**src/rtl/ptw_pkg.sv**
```systemverilog
package ptw_pkg;

    localparam int ADDR_W    = 32;
    localparam int OFFS_W    = 12;
    localparam int IDX_W     = 10;
    localparam int ENTRY_B   = 4;
    localparam int ENTRY_SH  = $clog2(ENTRY_B);
    localparam int PN_W      = ADDR_W - OFFS_W;
    localparam int STAT_W    = OFFS_W - 1;
    localparam int IDX1_LSB  = OFFS_W + IDX_W;
    localparam int IDX2_LSB  = OFFS_W;

    typedef enum logic [2:0] {
        ST_IDLE,
        ST_L1_REQ,
        ST_L1_WAIT,
        ST_L2_REQ,
        ST_L2_WAIT,
        ST_DONE,
        ST_FAULT
    } walk_state_e;

    typedef struct packed {
        logic [PN_W-1:0]   ppn;
        logic [STAT_W-1:0] status;
        logic              resident;
    } table_entry_t;

    function automatic table_entry_t unpack_entry(input logic [ADDR_W-1:0] word);
        table_entry_t e;
        e.ppn      = word[ADDR_W-1:OFFS_W];
        e.status   = word[OFFS_W-1:1];
        e.resident = word[0];
        return e;
    endfunction

    function automatic logic [ADDR_W-1:0] first_entry_addr(
        input logic [ADDR_W-1:0] root,
        input logic [ADDR_W-1:0] va
    );
        logic [ADDR_W-1:0] scaled;
        scaled = '0;
        scaled[ENTRY_SH +: IDX_W] = va[IDX1_LSB +: IDX_W];
        return root + scaled;
    endfunction

    function automatic logic [ADDR_W-1:0] second_entry_addr(
        input logic [PN_W-1:0]   table_pn,
        input logic [ADDR_W-1:0] va
    );
        logic [ADDR_W-1:0] a;
        a = '0;
        a[ADDR_W-1:OFFS_W]        = table_pn;
        a[ENTRY_SH +: IDX_W]      = va[IDX2_LSB +: IDX_W];
        return a;
    endfunction

endpackage

```
**src/rtl/ptw_ctrl.sv**
```systemverilog
module ptw_ctrl
    import ptw_pkg::*;
(
    input  logic        clk,
    input  logic        rst,
    input  logic        miss_valid,
    input  logic        rsp_valid,
    input  logic        rsp_resident,
    output walk_state_e state,
    output logic        take_miss,
    output logic        take_l1,
    output logic        take_l2
);

    walk_state_e nxt;

    assign take_miss = (state == ST_IDLE) && miss_valid;
    assign take_l1   = (state == ST_L1_WAIT) && rsp_valid;
    assign take_l2   = (state == ST_L2_WAIT) && rsp_valid;

    always_comb begin
        nxt = state;
        unique case (state)
            ST_IDLE:    if (miss_valid) nxt = ST_L1_REQ;
            ST_L1_REQ:  nxt = ST_L1_WAIT;
            ST_L1_WAIT: if (rsp_valid) nxt = rsp_resident ? ST_L2_REQ : ST_FAULT;
            ST_L2_REQ:  nxt = ST_L2_WAIT;
            ST_L2_WAIT: if (rsp_valid) nxt = rsp_resident ? ST_DONE : ST_FAULT;
            ST_DONE:    nxt = ST_IDLE;
            ST_FAULT:   nxt = ST_IDLE;
            default:    nxt = ST_IDLE;
        endcase
    end

    always_ff @(posedge clk) begin
        if (rst) state <= ST_IDLE;
        else     state <= nxt;
    end

endmodule

```
**src/rtl/ptw_addr.sv**
```systemverilog
module ptw_addr
    import ptw_pkg::*;
(
    input  logic              clk,
    input  logic              rst,
    input  walk_state_e       state,
    input  logic              take_miss,
    input  logic              take_l1,
    input  logic [ADDR_W-1:0] miss_vaddr,
    input  logic [ADDR_W-1:0] root_base,
    input  logic [PN_W-1:0]   rsp_ppn,
    output logic [ADDR_W-1:0] walk_va,
    output logic              req_valid,
    output logic [ADDR_W-1:0] req_addr
);

    logic [ADDR_W-1:0] root_q;
    logic [PN_W-1:0]   table_pn_q;

    always_ff @(posedge clk) begin
        if (rst) begin
            walk_va    <= '0;
            root_q     <= '0;
            table_pn_q <= '0;
        end else begin
            if (take_miss) begin
                walk_va <= miss_vaddr;
                root_q  <= root_base;
            end
            if (take_l1) table_pn_q <= rsp_ppn;
        end
    end

    assign req_valid = (state == ST_L1_REQ) || (state == ST_L2_REQ);

    always_comb begin
        if (state == ST_L2_REQ) req_addr = second_entry_addr(table_pn_q, walk_va);
        else                    req_addr = first_entry_addr(root_q, walk_va);
    end

endmodule

```
**src/rtl/ptw_result.sv**
```systemverilog
module ptw_result
    import ptw_pkg::*;
(
    input  logic              clk,
    input  logic              rst,
    input  walk_state_e       state,
    input  logic              take_l2,
    input  table_entry_t      rsp_entry,
    input  logic [ADDR_W-1:0] walk_va,
    output logic              refill_valid,
    output logic [PN_W-1:0]   refill_vpn,
    output logic [PN_W-1:0]   refill_ppn,
    output logic [STAT_W-1:0] refill_status,
    output logic              fault_valid,
    output logic [ADDR_W-1:0] fault_vaddr,
    output logic              fault_level
);

    table_entry_t leaf_q;
    logic         level_q;

    always_ff @(posedge clk) begin
        if (rst) begin
            leaf_q  <= '0;
            level_q <= 1'b0;
        end else begin
            if (take_l2) leaf_q <= rsp_entry;
            if (state == ST_L1_WAIT) level_q <= 1'b0;
            else if (state == ST_L2_WAIT) level_q <= 1'b1;
        end
    end

    assign refill_valid  = (state == ST_DONE);
    assign refill_vpn    = walk_va[ADDR_W-1:OFFS_W];
    assign refill_ppn    = leaf_q.ppn;
    assign refill_status = leaf_q.status;
    assign fault_valid   = (state == ST_FAULT);
    assign fault_vaddr   = walk_va;
    assign fault_level   = level_q;

endmodule

```
**src/rtl/pt_walker.sv**
```systemverilog
module pt_walker
    import ptw_pkg::*;
(
    input  logic              clk,
    input  logic              rst,
    input  logic              miss_valid,
    input  logic [ADDR_W-1:0] miss_vaddr,
    input  logic [ADDR_W-1:0] root_base,
    output logic              ready,
    output logic              mem_req_valid,
    output logic [ADDR_W-1:0] mem_req_addr,
    input  logic              mem_rsp_valid,
    input  logic [ADDR_W-1:0] mem_rsp_data,
    output logic              refill_valid,
    output logic [PN_W-1:0]   refill_vpn,
    output logic [PN_W-1:0]   refill_ppn,
    output logic [STAT_W-1:0] refill_status,
    output logic              fault_valid,
    output logic [ADDR_W-1:0] fault_vaddr,
    output logic              fault_level
);

    walk_state_e       state;
    logic              take_miss, take_l1, take_l2;
    table_entry_t      rsp_entry;
    logic [ADDR_W-1:0] walk_va;

    assign rsp_entry = unpack_entry(mem_rsp_data);
    assign ready     = (state == ST_IDLE);

    ptw_ctrl u_ctrl (
        .clk          (clk),
        .rst          (rst),
        .miss_valid   (miss_valid),
        .rsp_valid    (mem_rsp_valid),
        .rsp_resident (rsp_entry.resident),
        .state        (state),
        .take_miss    (take_miss),
        .take_l1      (take_l1),
        .take_l2      (take_l2)
    );

    ptw_addr u_addr (
        .clk        (clk),
        .rst        (rst),
        .state      (state),
        .take_miss  (take_miss),
        .take_l1    (take_l1),
        .miss_vaddr (miss_vaddr),
        .root_base  (root_base),
        .rsp_ppn    (rsp_entry.ppn),
        .walk_va    (walk_va),
        .req_valid  (mem_req_valid),
        .req_addr   (mem_req_addr)
    );

    ptw_result u_result (
        .clk           (clk),
        .rst           (rst),
        .state         (state),
        .take_l2       (take_l2),
        .rsp_entry     (rsp_entry),
        .walk_va       (walk_va),
        .refill_valid  (refill_valid),
        .refill_vpn    (refill_vpn),
        .refill_ppn    (refill_ppn),
        .refill_status (refill_status),
        .fault_valid   (fault_valid),
        .fault_vaddr   (fault_vaddr),
        .fault_level   (fault_level)
    );

endmodule

```
**config.mk**
```make
export PLATFORM = sky130hd
export DESIGN_NAME = pt_walker
export DESIGN_NICKNAME = d
export VERILOG_FILES = /design/src/rtl/ptw_pkg.sv /design/src/rtl/ptw_ctrl.sv /design/src/rtl/ptw_addr.sv /design/src/rtl/ptw_result.sv /design/src/rtl/pt_walker.sv
export SDC_FILE = /design/constraint.sdc
export NUM_CORES = 1
export LEC_CHECK = 0
export BUFFER_PORTS_ARGS = -buffer_cell sky130_fd_sc_hd__buf_2
export CORE_ASPECT_RATIO = 0.7
export CORE_MARGIN = 1
export CORE_UTILIZATION = 45
export DETAILED_ROUTE_END_ITERATION = 8
export GPL_ROUTABILITY_DRIVEN = 0
export GPL_TIMING_DRIVEN = 1
export PLACE_DENSITY = 0.77
export SYNTH_ARGS = -nofsm -noshare
export SYNTH_HDL_FRONTEND = slang
export SYNTH_HIERARCHICAL = 1
export SYNTH_SLANG_ARGS = --single-unit
```
**constraint.sdc**
```tcl
create_clock -name clk -period 2.5 [get_ports clk]
set_input_delay 0.375 -clock clk [delete_from_list [all_inputs] [get_ports clk]]
set_output_delay 0.375 -clock clk [all_outputs]
set_load 0.1 [all_outputs]
```
==> run_results.csv, run 1 <==
group,metric,value,unit
synthesis,synth.area.top_cells,"dfxtp_1, mux2i_1, nor2_1",
drt,drc,12,
worst_setup_path,critPathMaxFanout,5,
outcome,violations,"design-rule violations, negative setup slack",
drt,vias_per_cell,5.01,
clock_tree,cts_hold_buf,0,
clock_tree,htreeDepth,4,
layout,n_antenna_cell,0,
sta,fin_ws,-0.561,ns
clock_tree,cts_root_buffer,"clkbuf_16",
clock_tree,cts_tree,"done",
clock_tree,clock_path_buffers,2,
sta,rsz0062_at_grt,"true",
grt,met1_usage,29.8,%
placement,pre_cts_ws,-0.144,ns
grt,grt.busiest_layer,"met2",
sta,setup_viol,26,
synthesis,synth_area_leader_cell,"dfxtp_1",
clock_tree,cts_buffers,17,
drt,drt_wl_total,16.4,mm
die,num_rows,34,
synthesis,synth-seq-area-share,40.4,%
grt,grt_max_degree,77,
power_and_ir_drop,p_leak,3.85,nW
sta,fmax,327,MHz
die,ios,220,
drt,post_drt_wl_per_cell,15.9,um
power_and_ir_drop,total_power,8.80,mW
worst_setup_path,end_kind,"primary output",
layout,finalNetCount,964,
power_and_ir_drop,p_per_area,994,nW/um^2
placement,portBuffers,219,
worst_setup_path,worstPathArrival,2.69,ns
layout,area_growth,50.1,%
die,die_area,13600,um^2
power_and_ir_drop,max-vdd-ir-drop,0.000927,V
synthesis,ys_types,57,
layout,multiInputGateArea,3650,um^2
sta,slew_headroom,47.4,%
synthesis,synth_warnings,6,
worst_setup_path,cp.required,2.12,ns
sta,finalCritPeriodShare,122,%
drt,num_vias,5154,
grt,grt_pass1_wl,25.5,mm
drt,first_iter_violations,221,
clock_tree,clk_pin_slew,0.06,ns
layout,final_common_cell,"buf_2",
worst_setup_path,critPathKind,"flop to primary output",
synthesis,synthesis.nets,757,
die,initial_core_util,46.8,%
outcome,outcome,"finished, violations left",
clock_tree,cts_sinks,119,
flow_run,maxCapViolations,0,
placement,dp.final_hpwl,11.1,mm
die,die_h,97.8,um
layout,layout_common_cells,"buf_2, nor2_1, mux2i_1",
grt,grt_overflow,0,
worst_setup_path,start_kind,"flop",
synthesis,syn_area,5900,um^2
placement,place_area,7920,um^2
layout,post-route-cell-area,8850,um^2
grt,antenna_found_initial,0,
drt,ant_nets,0,
synthesis,synth_edf_count,0,
sta,finalHoldViolCount,0,
grt,met3_usage,6.47,%
sta,finalCriticalPeriod,3.06,ns
sta,tightest_slew,0.789,ns
layout,fillers,906,
sta,finalClockSkew,0.0148,ns
die,die_width,139,um
grt,grt_pass1_vias,5133,
synthesis,async_flop_share,0,%
die,fp.coreArea,12600,um^2
layout,final_layout_size_suffix_gt1_share,46.5,%
synthesis,syn_area_per_cell,9.13,um^2
clock_tree,insertion_delay,0.41,ns
drt,first_pass_iters,9,
sta,holdWs,0.195,ns
sta,final_max_slew_viol_count,0,
hold_path,holdCritPathClass,"primary input to flop",
synthesis,yosys_most_used_dff,"dfxtp_1",
synthesis,synth_top_cell_area_share,40.4,%
synthesis,synthCells,646,
layout,ff_latch_area,2390,um^2
grt,grt_usage,23.9,%
grt,use_met2,39.5,%
synthesis,synth-seq-cells,119,
flip-flops by register name, indices dropped and copies added (netlist names):
name	flops
u_addr/table_pn_q	20
u_ctrl/state	3
u_result/refill_status	11
u_addr/walk_va	32
u_addr/root_q	32
u_result/fault_level	1
u_result/refill_ppn	20
worst paths after layout:
kind,start,end,slack [ns],depth (start not counted)
max,u_addr/walk_va[23],mem_req_addr[31],-0.56,8
min,root_base[7],u_addr/root_q[7],0.19,3
max reg2reg,u_ctrl/state[1],u_addr/root_q[23],0.52,5
min reg2reg,u_addr/walk_va[3],u_addr/walk_va[3],0.49,2
power breakdown:
group	leakage, nW	switching, mW	internal (mW)
Clock	0.264	0.992	1.31
Combinational	2.61	2.90	1.32
Sequential	0.973	0.183	2.10
critical path: stages (launching register included):
cell	delay (ns)
dfxtp_2	0.34
ha_4	0.27
a21oi_4	0.05
nand4b_1	0.21
a211o_2	0.35
and2_4	0.17
or4_4	0.49
a31oi_4	0.19
buf_12	0.20
layout make-up:
| cell class | instances | share of cell area [%] |
|---|---|---|
| sequential | 119 | 27.0 |
| multi-input combinational | 438 | 41.2 |
| tap | 162 | 2.29 |
| clock inverter | 15 | 1.51 |
| clock buffer | 17 | 4.81 |
| inverter | 3 | 0.127 |
| timing repair buffer | 274 | 23.0 |
stage by stage:
stage               TNS [ns]  utilization, %  cells
floorplan              -2.63               -    646
global placement      -0.361            62.9    987
detailed placement    -0.741            62.9    987
CTS                    -9.44            69.2   1023
global route          -12.42            70.3   1028
finish                -10.32            70.3   1028
synthesized netlist by cell type, types with 6 or more instances:
library cell and number:
mux2i_1 115, xnor2_1 18, nand3_1 6, ha_1 10, o21ai_0 24, buf_4 52
a21oi_1 15, buf_1 8, nor2_1 127, nor2b_1 6, nand2_1 45, clkbuf_1 16
dfxtp_1 119
per-layer routing:
metal  routed length [um]  part of all wire [%]  up-vias
met5                    0                     0        -
met4                  272                   1.7        0
met3                  830                   5.1       19
met2                 7890                    48      141
met1                 7380                    45     2437
li1                     -                     -     2557
kinds of logic (layout without fill, tap and decap cells):
logic type	count (synthesis)	count (layout)	synth area share, %
DFF	119	119	40.4
adders and majority gates	12	12	2.63
buffers and inverters	90	309	10.2
muxes	115	115	19.5
and+or+nand+nor	218	219	16.6
xor gates and xnor gates	23	23	3.42
AOI/OAI and AO/OA	69	69	7.23
repair_timing:
action                     in CTS  in global routing
cloned                          0                  1
gates resized for setup        35                 17
setup buffers                   4                  5
setup endpoints to repair      25                 29
pin swaps                      15                 11
No activity file was read; power rests on OpenSTA's default activity.
==> run 2: changes to the inputs <==
- CAP_MARGIN: default -> 40
- PLACE_DENSITY: 0.77 -> 0.73
==> run_results.csv, run 2 (synthesis gave the netlist of run 1 again) <==
group,metric,value,unit
outcome,outcome,"finished, violations left",
outcome,violations,"design-rule violations, negative setup slack",
power_and_ir_drop,pwr-share-clk,27.1,%
sta,final_max_slew_viol_count,0,
grt,grt_pass1_vias,5225,
layout,final_common_cell,"buf_2",
drt,wl_met2,8.37,mm
sta,finalCriticalPeriod,3.03,ns
sta,slew_headroom,57.4,%
clock_tree,cts_tree,"done",
hold_path,holdCritPathClass,"primary input to flop",
grt,grt_pass1_wl,26.1,mm
clock_tree,insertion_delay,0.40,ns
clock_tree,cts_sinks,119,
drt,top_layer_used,"met4",
drt,wl_met1,7.23,mm
sta,fin_ws,-0.526,ns
die,initial_core_util,46.8,%
worst_setup_path,ff2ff_setup_slack,0.64,ns
grt,antenna_found_initial,0,
power_and_ir_drop,p_per_area,1010,nW/um^2
power_and_ir_drop,seqPwrFrac,25.5,%
sta,tns,-9.59,ns
layout,post-route-cell-area,8900,um^2
power_and_ir_drop,p_comb_share,47.3,%
hold_path,min_to,"u_addr/walk_va[20]",
sta,holdWs,0.201,ns
clock_tree,cts_hold_buf,0,
worst_setup_path,end_kind,"primary output",
layout,layout_common_cells,"buf_2, nor2_1, mux2i_1",
layout,final_layout_size_suffix_gt1_share,47.2,%
drt,vias_per_cell,5.11,
layout,stdcell_count,1022,
clock_tree,clock_path_buffers,2,
power_and_ir_drop,max-vdd-ir-drop,0.000953,V
power_and_ir_drop,power_switching,4.03,mW
flow_run,maxCapViolations,0,
drt,post_drt_wl_per_cell,16.3,um
drt,drt_wl_total,16.6,mm
die,die_h,97.8,um
worst_setup_path,cp.required,2.12,ns
placement,portBuffers,219,
sta,fmax,330,MHz
hold_path,min_path_cells,3,
placement,place_inst,983,
drt,num_vias,5227,
die,num_rows,34,
hold_path,holdCritStartpoint,"miss_vaddr[20]",
grt,grt_overflow,0,
sta,finalClockSkew,0.00584,ns
layout,area_growth,50.9,%
clock_tree,cts_root_buffer,"clkbuf_16",
die,die_area,13600,um^2
sta,tightest_slew,0.639,ns
layout,finalNetCount,958,
layout,fillers,931,
sta,rsz0062_at_grt,"true",
worst_setup_path,worstPathArrival,2.65,ns
grt,grt_max_degree,65,
die,ios,220,
worst_setup_path,r2r-start,"u_ctrl/state[1]",
layout,reg_top3,"u_addr/root_q: 32 flops, u_addr/walk_va: 32 flops",
drt,ant_nets,0,
worst_setup_path,critPathKind,"flop to primary output",
clock_tree,clk_pin_slew,0.06,ns
layout,n_antenna_cell,0,
drt,drc,14,
placement,place_area,7910,um^2
clock_tree,cts_buffers,17,
die,die_width,139,um
worst_setup_path,start_kind,"flop",
worst_setup_path,r2r_cells,5,
placement,dp.final_hpwl,11.5,mm
clock_tree,htreeDepth,4,
drt,wl_met3,877,um
layout,final_core_util,70.7,%
sta,setup_viol,26,
worst_setup_path,critPathMaxFanout,5,
power_and_ir_drop,p_sw_share,45.0,%
grt,grt_usage,23.9,%
sta,finalCritPeriodShare,121,%
drt,first_iter_violations,204,
worst_setup_path,reg2reg_to,"u_addr/table_pn_q[18]",
power_and_ir_drop,p_leak,3.82,nW
die,fp.coreArea,12600,um^2
sta,finalHoldViolCount,0,
drt,first_pass_iters,6,
power_and_ir_drop,intPower,4.92,mW
## run 2: power by group through the flow
stage | Sequential, mW | Clock [mW] | Combinational, mW
after floorplan | 2.40 | 0 | 3.09
after CTS | 2.27 | 2.48 | 4.16
final | 2.29 | 2.43 | 4.23
after global routing | 2.31 | 2.59 | 4.39
after global placement | 2.29 | 0 | 4.06
after detailed placement | 2.31 | 0 | 4.11
## run 2: what timing repair did
| item | in CTS | in global routing |
|---|---|---|
| pin swaps | 17 | 17 |
| cloned | 0 | 1 |
| setup endpoints to repair | 28 | 27 |
| resized for setup | 25 | 36 |
| buffers inserted | 3 | 3 |
## run 2: critical path, stage by stage (launching register included)
cell,delay [ns]
dfxtp_2,0.36
ha_4,0.15
buf_4,0.10
a21oi_2,0.06
nand4b_1,0.22
a211o_2,0.37
and2_4,0.17
or4_4,0.43
a31oi_4,0.18
buf_12,0.20
## run 2: worst max-delay path by stage
stage	slack, ns	startpoint	depth (start not counted)	end
final	-0.53	u_addr/root_q[2]	9	mem_req_addr[31]
after global routing	-0.61	u_addr/root_q[2]	9	mem_req_addr[31]
after CTS	-0.50	u_addr/walk_va[23]	8	mem_req_addr[31]
after detailed placement	-0.13	u_addr/walk_va[23]	8	mem_req_addr[31]
after global placement	-0.09	u_addr/walk_va[23]	8	mem_req_addr[31]
after floorplan	-0.36	u_addr/walk_va[23]	7	mem_req_addr[15]
## run 2: per-stage QoR
step	total power [mW]	setup WS (ns)
2_1_floorplan	5.49	-0.356
3_3_place_gp	6.35	-0.0915
3_5_place_dp	6.42	-0.133
4_1_cts	8.91	-0.504
5_1_grt	9.29	-0.613
6_report	8.95	-0.526
## run 2: routing by layer
layer,vias to the layer above,global-route usage [%]
met2,157,40.5
li1,2547,-
met4,0,7.35
met1,2511,29.4
met5,-,0
met3,12,7.06
## run 2: cell type report
class / instances / area [um^2] / share of cell area [%]
Multi-Input combinational cell: 437 / 3670 / 41.2
Sequential cell: 119 / 2390 / 26.9
Timing Repair Buffer: 269 / 2040 / 22.9
Clock buffer: 17 / 425 / 4.78
Tap cell: 162 / 203 / 2.28
Clock inverter: 15 / 165 / 1.86
Inverter: 3 / 11.3 / 0.127
